===== config.mk =====
export PLATFORM = sky130hd
export DESIGN_NAME = sar_slot_seq
export DESIGN_NICKNAME = d
export VERILOG_FILES = /design/src/rtl/sar_seq_pkg.sv /design/src/rtl/sar_slot_timer.sv /design/src/rtl/sar_bit_engine.sv /design/src/rtl/sar_chan_map.sv /design/src/rtl/sar_slot_seq.sv
export SDC_FILE = /design/constraint.sdc
export NUM_CORES = 1
export LEC_CHECK = 0
export ABC_CLOCK_PERIOD_IN_PS = 3690
export BUFFER_PORTS_ARGS = -buffer_cell sky130_fd_sc_hd__buf_2
export CORE_MARGIN = 2
export CORE_UTILIZATION = 45
export CTS_CLUSTER_SIZE = 12
export DETAILED_ROUTE_END_ITERATION = 6
export GPL_TIMING_DRIVEN = 0
export HOLD_SLACK_MARGIN = 0.15
export PLACE_DENSITY = 0.72
export SETUP_SLACK_MARGIN = 0.5
export SLEW_MARGIN = 25
export SYNTH_ARGS = -nofsm -noshare
export SYNTH_HDL_FRONTEND = slang
export SYNTH_SLANG_ARGS = --single-unit

===== constraint.sdc =====
create_clock -name clk -period 3.69 [get_ports clk]
set_input_delay 0.738 -clock clk [delete_from_list [all_inputs] [get_ports clk]]
set_output_delay 0.738 -clock clk [all_outputs]
set_load 0.005 [all_outputs]

===== src/rtl/sar_seq_pkg.sv =====
`timescale 1ns/1ps
package sar_seq_pkg;

   // Position of the current slot cycle within the slot
   typedef enum logic [1:0] {
      PH_SAMPLE = 2'd0,
      PH_TRIAL  = 2'd1,
      PH_SETTLE = 2'd2
   } slot_phase_e;

endpackage


===== src/rtl/sar_slot_timer.sv =====
`timescale 1ns/1ps
module sar_slot_timer
   import sar_seq_pkg::*;
#(
   parameter int SAMPLE_CYC = 4,
   parameter int CONV_CYC   = 16,
   parameter int RES_BITS   = 12,
   parameter int N_SLOTS    = 8,
   parameter int SLOT_W     = 3,
   parameter int BIT_W      = 4
) (
   input  logic              clk,
   input  logic              rst,
   input  logic              en,
   output slot_phase_e       phase,
   output logic [SLOT_W-1:0] slot_idx,
   output logic [BIT_W-1:0]  bit_idx,
   output logic              slot_last
);

   localparam int SLOT_CYC = SAMPLE_CYC + CONV_CYC;
   localparam int CNT_W    = $clog2(SLOT_CYC);
   localparam logic [CNT_W-1:0]  LAST_C   = CNT_W'(SLOT_CYC - 1);
   localparam logic [CNT_W-1:0]  SAMP_C   = CNT_W'(SAMPLE_CYC);
   localparam logic [CNT_W-1:0]  RES_C    = CNT_W'(RES_BITS);
   localparam logic [BIT_W-1:0]  MSB_B    = BIT_W'(RES_BITS - 1);
   localparam logic [SLOT_W-1:0] SLOT_TOP = SLOT_W'(N_SLOTS - 1);

   logic [CNT_W-1:0] cyc_q;
   logic [CNT_W-1:0] conv_ofs;

   // Cycle-in-slot and slot-in-round counters
   always_ff @(posedge clk) begin
      if (rst || !en) begin
         cyc_q    <= '0;
         slot_idx <= '0;
      end else if (cyc_q == LAST_C) begin
         cyc_q    <= '0;
         slot_idx <= (slot_idx == SLOT_TOP) ? '0 : slot_idx + 1'b1;
      end else begin
         cyc_q <= cyc_q + 1'b1;
      end
   end

   // Phase decode and trial bit position (MSB first)
   always_comb begin
      conv_ofs  = cyc_q - SAMP_C;
      slot_last = (cyc_q == LAST_C);
      bit_idx   = MSB_B - conv_ofs[BIT_W-1:0];
      if (cyc_q < SAMP_C)
         phase = PH_SAMPLE;
      else if (conv_ofs < RES_C)
         phase = PH_TRIAL;
      else
         phase = PH_SETTLE;
   end

endmodule


===== src/rtl/sar_bit_engine.sv =====
`timescale 1ns/1ps
module sar_bit_engine #(
   parameter int RES_BITS = 12,
   parameter int BIT_W    = 4
) (
   input  logic                clk,
   input  logic                rst,
   input  logic                clear,
   input  logic                trial,
   input  logic [BIT_W-1:0]    bit_idx,
   input  logic                cmp,
   output logic [RES_BITS-1:0] dac_code,
   output logic [RES_BITS-1:0] result
);

   logic [RES_BITS-1:0] trial_mask;

   // One decision flop per result bit
   for (genvar i = 0; i < RES_BITS; i++) begin : g_bit
      assign trial_mask[i] = trial && (bit_idx == BIT_W'(i));

      always_ff @(posedge clk) begin
         if (rst || clear)
            result[i] <= 1'b0;
         else if (trial_mask[i])
            result[i] <= cmp;
      end
   end

   assign dac_code = result | trial_mask;

endmodule


===== src/rtl/sar_chan_map.sv =====
`timescale 1ns/1ps
module sar_chan_map #(
   parameter int N_EXT      = 4,
   parameter int TAG_W      = 3,
   parameter int SLOT_W     = 3,
   parameter bit INTERLEAVE = 1'b1
) (
   input  logic [SLOT_W-1:0] slot_idx,
   output logic [TAG_W-1:0]  tag
);

   localparam logic [TAG_W-1:0] INT_TAG = TAG_W'(N_EXT);

   if (INTERLEAVE) begin : g_interleave
      // Odd slots belong to the internal channel
      assign tag = slot_idx[0] ? INT_TAG : TAG_W'(slot_idx >> 1);
   end else begin : g_external_only
      assign tag = TAG_W'(slot_idx);
   end

endmodule


===== src/rtl/sar_slot_seq.sv =====
`timescale 1ns/1ps
module sar_slot_seq
   import sar_seq_pkg::*;
#(
   parameter int N_EXT      = 4,
   parameter int RES_BITS   = 12,
   parameter int SAMPLE_CYC = 4,
   parameter int CONV_CYC   = 16,
   parameter int TAG_W      = 3,
   parameter bit INTERLEAVE = 1'b1
) (
   input  logic                clk,
   input  logic                rst,
   input  logic                en,
   output logic                sh_o,
   output logic                mux_en_o,
   output logic [TAG_W-1:0]    mux_sel_o,
   output logic [RES_BITS-1:0] dac_code_o,
   input  logic                cmp_i,
   output logic                res_valid_o,
   output logic [RES_BITS-1:0] res_data_o,
   output logic [TAG_W-1:0]    res_tag_o
);

   localparam int N_SLOTS = INTERLEAVE ? 2 * N_EXT : N_EXT;
   localparam int SLOT_W  = $clog2(N_SLOTS);
   localparam int BIT_W   = $clog2(RES_BITS);
   localparam int N_TAGS  = INTERLEAVE ? N_EXT + 1 : N_EXT;

   // Elaboration-time parameter checks
   if (N_EXT < 2) begin : g_chk_ext
      $error("sar_slot_seq: N_EXT must be at least 2");
   end
   if (RES_BITS < 2 || RES_BITS > CONV_CYC) begin : g_chk_res
      $error("sar_slot_seq: RES_BITS must lie in 2..CONV_CYC");
   end
   if (SAMPLE_CYC < 1) begin : g_chk_samp
      $error("sar_slot_seq: SAMPLE_CYC must be at least 1");
   end
   if (N_TAGS > (1 << TAG_W)) begin : g_chk_tag
      $error("sar_slot_seq: TAG_W too narrow for the channel tags");
   end

   slot_phase_e         phase;
   logic [SLOT_W-1:0]   slot_idx;
   logic [BIT_W-1:0]    bit_idx;
   logic                slot_last;
   logic [TAG_W-1:0]    tag;
   logic                sampling;

   sar_slot_timer #(
      .SAMPLE_CYC (SAMPLE_CYC),
      .CONV_CYC   (CONV_CYC),
      .RES_BITS   (RES_BITS),
      .N_SLOTS    (N_SLOTS),
      .SLOT_W     (SLOT_W),
      .BIT_W      (BIT_W)
   ) u_timer (
      .clk       (clk),
      .rst       (rst),
      .en        (en),
      .phase     (phase),
      .slot_idx  (slot_idx),
      .bit_idx   (bit_idx),
      .slot_last (slot_last)
   );

   sar_chan_map #(
      .N_EXT      (N_EXT),
      .TAG_W      (TAG_W),
      .SLOT_W     (SLOT_W),
      .INTERLEAVE (INTERLEAVE)
   ) u_map (
      .slot_idx (slot_idx),
      .tag      (tag)
   );

   assign sampling = (phase == PH_SAMPLE);

   sar_bit_engine #(
      .RES_BITS (RES_BITS),
      .BIT_W    (BIT_W)
   ) u_engine (
      .clk      (clk),
      .rst      (rst),
      .clear    (sampling || !en),
      .trial    (phase == PH_TRIAL),
      .bit_idx  (bit_idx),
      .cmp      (cmp_i),
      .dac_code (dac_code_o),
      .result   (res_data_o)
   );

   assign sh_o        = en && sampling;
   assign mux_en_o    = en && sampling;
   assign mux_sel_o   = tag;
   assign res_tag_o   = tag;
   assign res_valid_o = en && !rst && slot_last;

endmodule


==> impl_results.md <==
* Status: finished clean
* Leakage at 0.000785 uW
* Core Rows at 18
* Crit path capture type: output pin
* GR Overflow Total at 0
* WP buf/inv at 3
* Area contributors post-synth: dfxtp_1, ha_1, mux2i_1
* Core box area at 2430 um^2
* Hold Fails Final Rpt at 0
* Combinational power share at 0.038
* Final wirelength at 2.32 mm
* PD cells at 243 nW/um^2
* # Max-Cap Violations at 0
* Worst Path Max Fanout at 10
* Initial antenna violation count at 0
* CP cell instances: inv_1 -> ha_1 -> or2_4 -> o21ai_4 -> buf_6 -> nand4_1 -> nand2b_1 -> buf_2
* Synthesized area per cell at 9.03 um^2
* Via density at 5.03
* Post-CTS setup repair buffer count at 0
* WP data required at 2.95 ns
* Post-synth cell types at 26
* Die Area at 2950 um^2
* IO Port Bufs at 36
* Area leader, netlist: dfxtp_1
* Worst Path Arrival at 2.12 ns
* Hpwl dp at 1.86 mm
* Yosys warns at 0
* NumNets Final at 183
* Slowest CP cell: dfxtp_1
* Mapped Nets at 142
* Vias at 980
* Final Setup Violations at 0
* Pin count of the biggest net entering global routing at 11
* CP startpoint kind: flop
* Worst-path clk slew at 0.10 ns
* Max Clock Skew at 0.0161 ns
* Unrepaired setup endpoints after global routing: false
* Hold WC Path Type: flop to flop
* Final Util at 0.566
* Synthesized area at 1140 um^2
* Max IR drop VDD at 0.163 mV
* Register bit total from synthesis at 20
* Max-slew violations at 0
* Number of fill cells at 239
* Switching power at 73.6 uW
* Int Pwr at 261 uW
* Die height at 54.3 um
* Max incr delay on CP at 0.50 ns
* # DRC at 0
* Vias in the first global route at 855
* Average wire per standard cell at 11.9 um
* Sequential share of power at 0.652
* Area growth syn-to-layout at 21.1%
* TNS Setup at 0 ns
* Initial cell density of the core at 0.468
* Fin cells at 195
* Slew HR at 0.803
* Antenna Violating Nets Remaining at 0
* First-pass GRT wire length at 3.75 mm
* CTS Sinks at 20
* CTS H-Tree Depth at 1
* PostCTS Resize Cnt at 0
* Cts hold-fix bufs at 0
* Gr usage total at 0.176
* Clock Root Buffer: clkbuf_4
* CTS max path bufs at 2
* Share of cells above drive strength 1 at 0.309
* Final Critical Period at 2.86 ns
* Final period utilization at 0.775
* N_diodes at 0
* Seq/Total Area, Yosys at 0.352
* Top delay family on crit path: simple AND/OR/NAND/NOR gates
* Placed Cells at 192
* Pwr Total at 335 uW
* F_max at 350 MHz
* First-pass iteration count of the detailed router at 4
* CTS tree: done
* Routability congestion estimate from global placement at 0.779
* Worst-Skew Late Latency at 0.31 ns
* Synth top area share at 0.352
* Gate Count Post-Synth at 126
* DRT iter0 DRCs at 12
* Critical Setup Path Class: flop to output pin
* DIE WIDTH at 54.3 um
* Cts bufs inserted at 3
* Worst Max-Slew Pin Slew at 0.296 ns
* Switch share at 0.220
* Clock power frac at 0.310
* # IOs at 37
## placed cells by master (no fill, tap or decap), drive strengths merged, types with 3 or more instances in the layout
cell / instances
buf: 45
clkbuf: 3
dfxtp: 20
ha: 12
inv: 6
mux2i: 12
nand2: 17
nand2b: 13
nand4: 12
nor2: 6
or2: 3
## Yosys cell counts
master	n
nor2b_1	2
a22o_1	1
o31ai_1	1
and2_1	2
o21ai_0	1
nor3_1	1
xnor2_1	2
nand2_1	17
nand3_1	2
or2_1	1
or2_2	1
xor2_1	1
mux2i_1	12
or3_1	1
nand2b_1	13
buf_4	5
ha_1	12
and3_1	1
nand4_1	12
nor2_1	6
inv_1	6
o21ai_4	1
dfxtp_1	20
buf_6	1
buf_2	3
or2_4	1
## stage by stage
step	hold slack (ns)	instance area [um^2]	worst slack (ns)
6_report	0.475	1380	0.830
3_3_place_gp	0.452	1360	1.21
4_1_cts	0.481	1380	0.822
3_5_place_dp	0.467	1360	1.16
5_1_grt	0.515	1380	0.692
2_1_floorplan	0.445	1140	1.45
## area by class of cell
| type | count | area [um^2] | share of cell area |
|---|---|---|---|
| timing repair buffer | 36 | 180 | 0.131 |
| buffer | 9 | 63.8 | 0.0463 |
| sequential | 20 | 400 | 0.291 |
| inverter | 6 | 22.5 | 0.0163 |
| clock buffer | 3 | 22.5 | 0.0163 |
| multi-input combinational | 91 | 651 | 0.472 |
| tap | 30 | 37.5 | 0.0272 |
## state kept, by name, summed over array words and instances (netlist names)
| signal | cells |
|---|---|
| u_timer.slot_idx | 3 |
| u_engine.result | 12 |
| u_timer.cyc_q | 5 |
## tightest hold or removal path: stages (launching register included)
cell and delay [ns]:
dfxtp_1 0.33, nand2_1 0.05, mux2i_1 0.05
## cells by family after synthesis
group                      Yosys count  synth area share
xor gates and xnor gates             3            0.0231
and+or+nand+nor                     60             0.278
muxes                               12             0.106
AOI/OAI and AO/OA                    4            0.0330
DFF                                 20             0.352
buffers and inverters               15            0.0759
adders and majority gates           12             0.132
## power by group through the flow
stage                     registers (uW)  clock network [uW]  logic [uW]
final                                218                 104        12.6
after global routing                 219                 117        14.2
after CTS                            218                 106        12.6
after detailed placement             223                   0        12.4
after global placement               223                   0        12.3
after floorplan                      223                   0        8.03
## worst paths after layout
| check | from | end | slack [ns] | cells past startpoint |
|---|---|---|---|---|
| max | u_timer.cyc_q[2] | dac_code_o[3] | 0.83 | 8 |
| min | u_engine.result[10] | u_engine.result[10] | 0.47 | 2 |
| min reg2reg | u_engine.result[10] | u_engine.result[10] | 0.47 | 2 |
| max reg2reg | u_timer.cyc_q[2] | u_engine.result[2] | 1.83 | 7 |
## per-layer routing
metal  GRT usage  share of wire
met5           0              0
met4      0.0625          0.017
met3      0.0328          0.046
met2       0.301           0.49
met1       0.220           0.45
No activity file was read; power rests on OpenSTA's default activity.
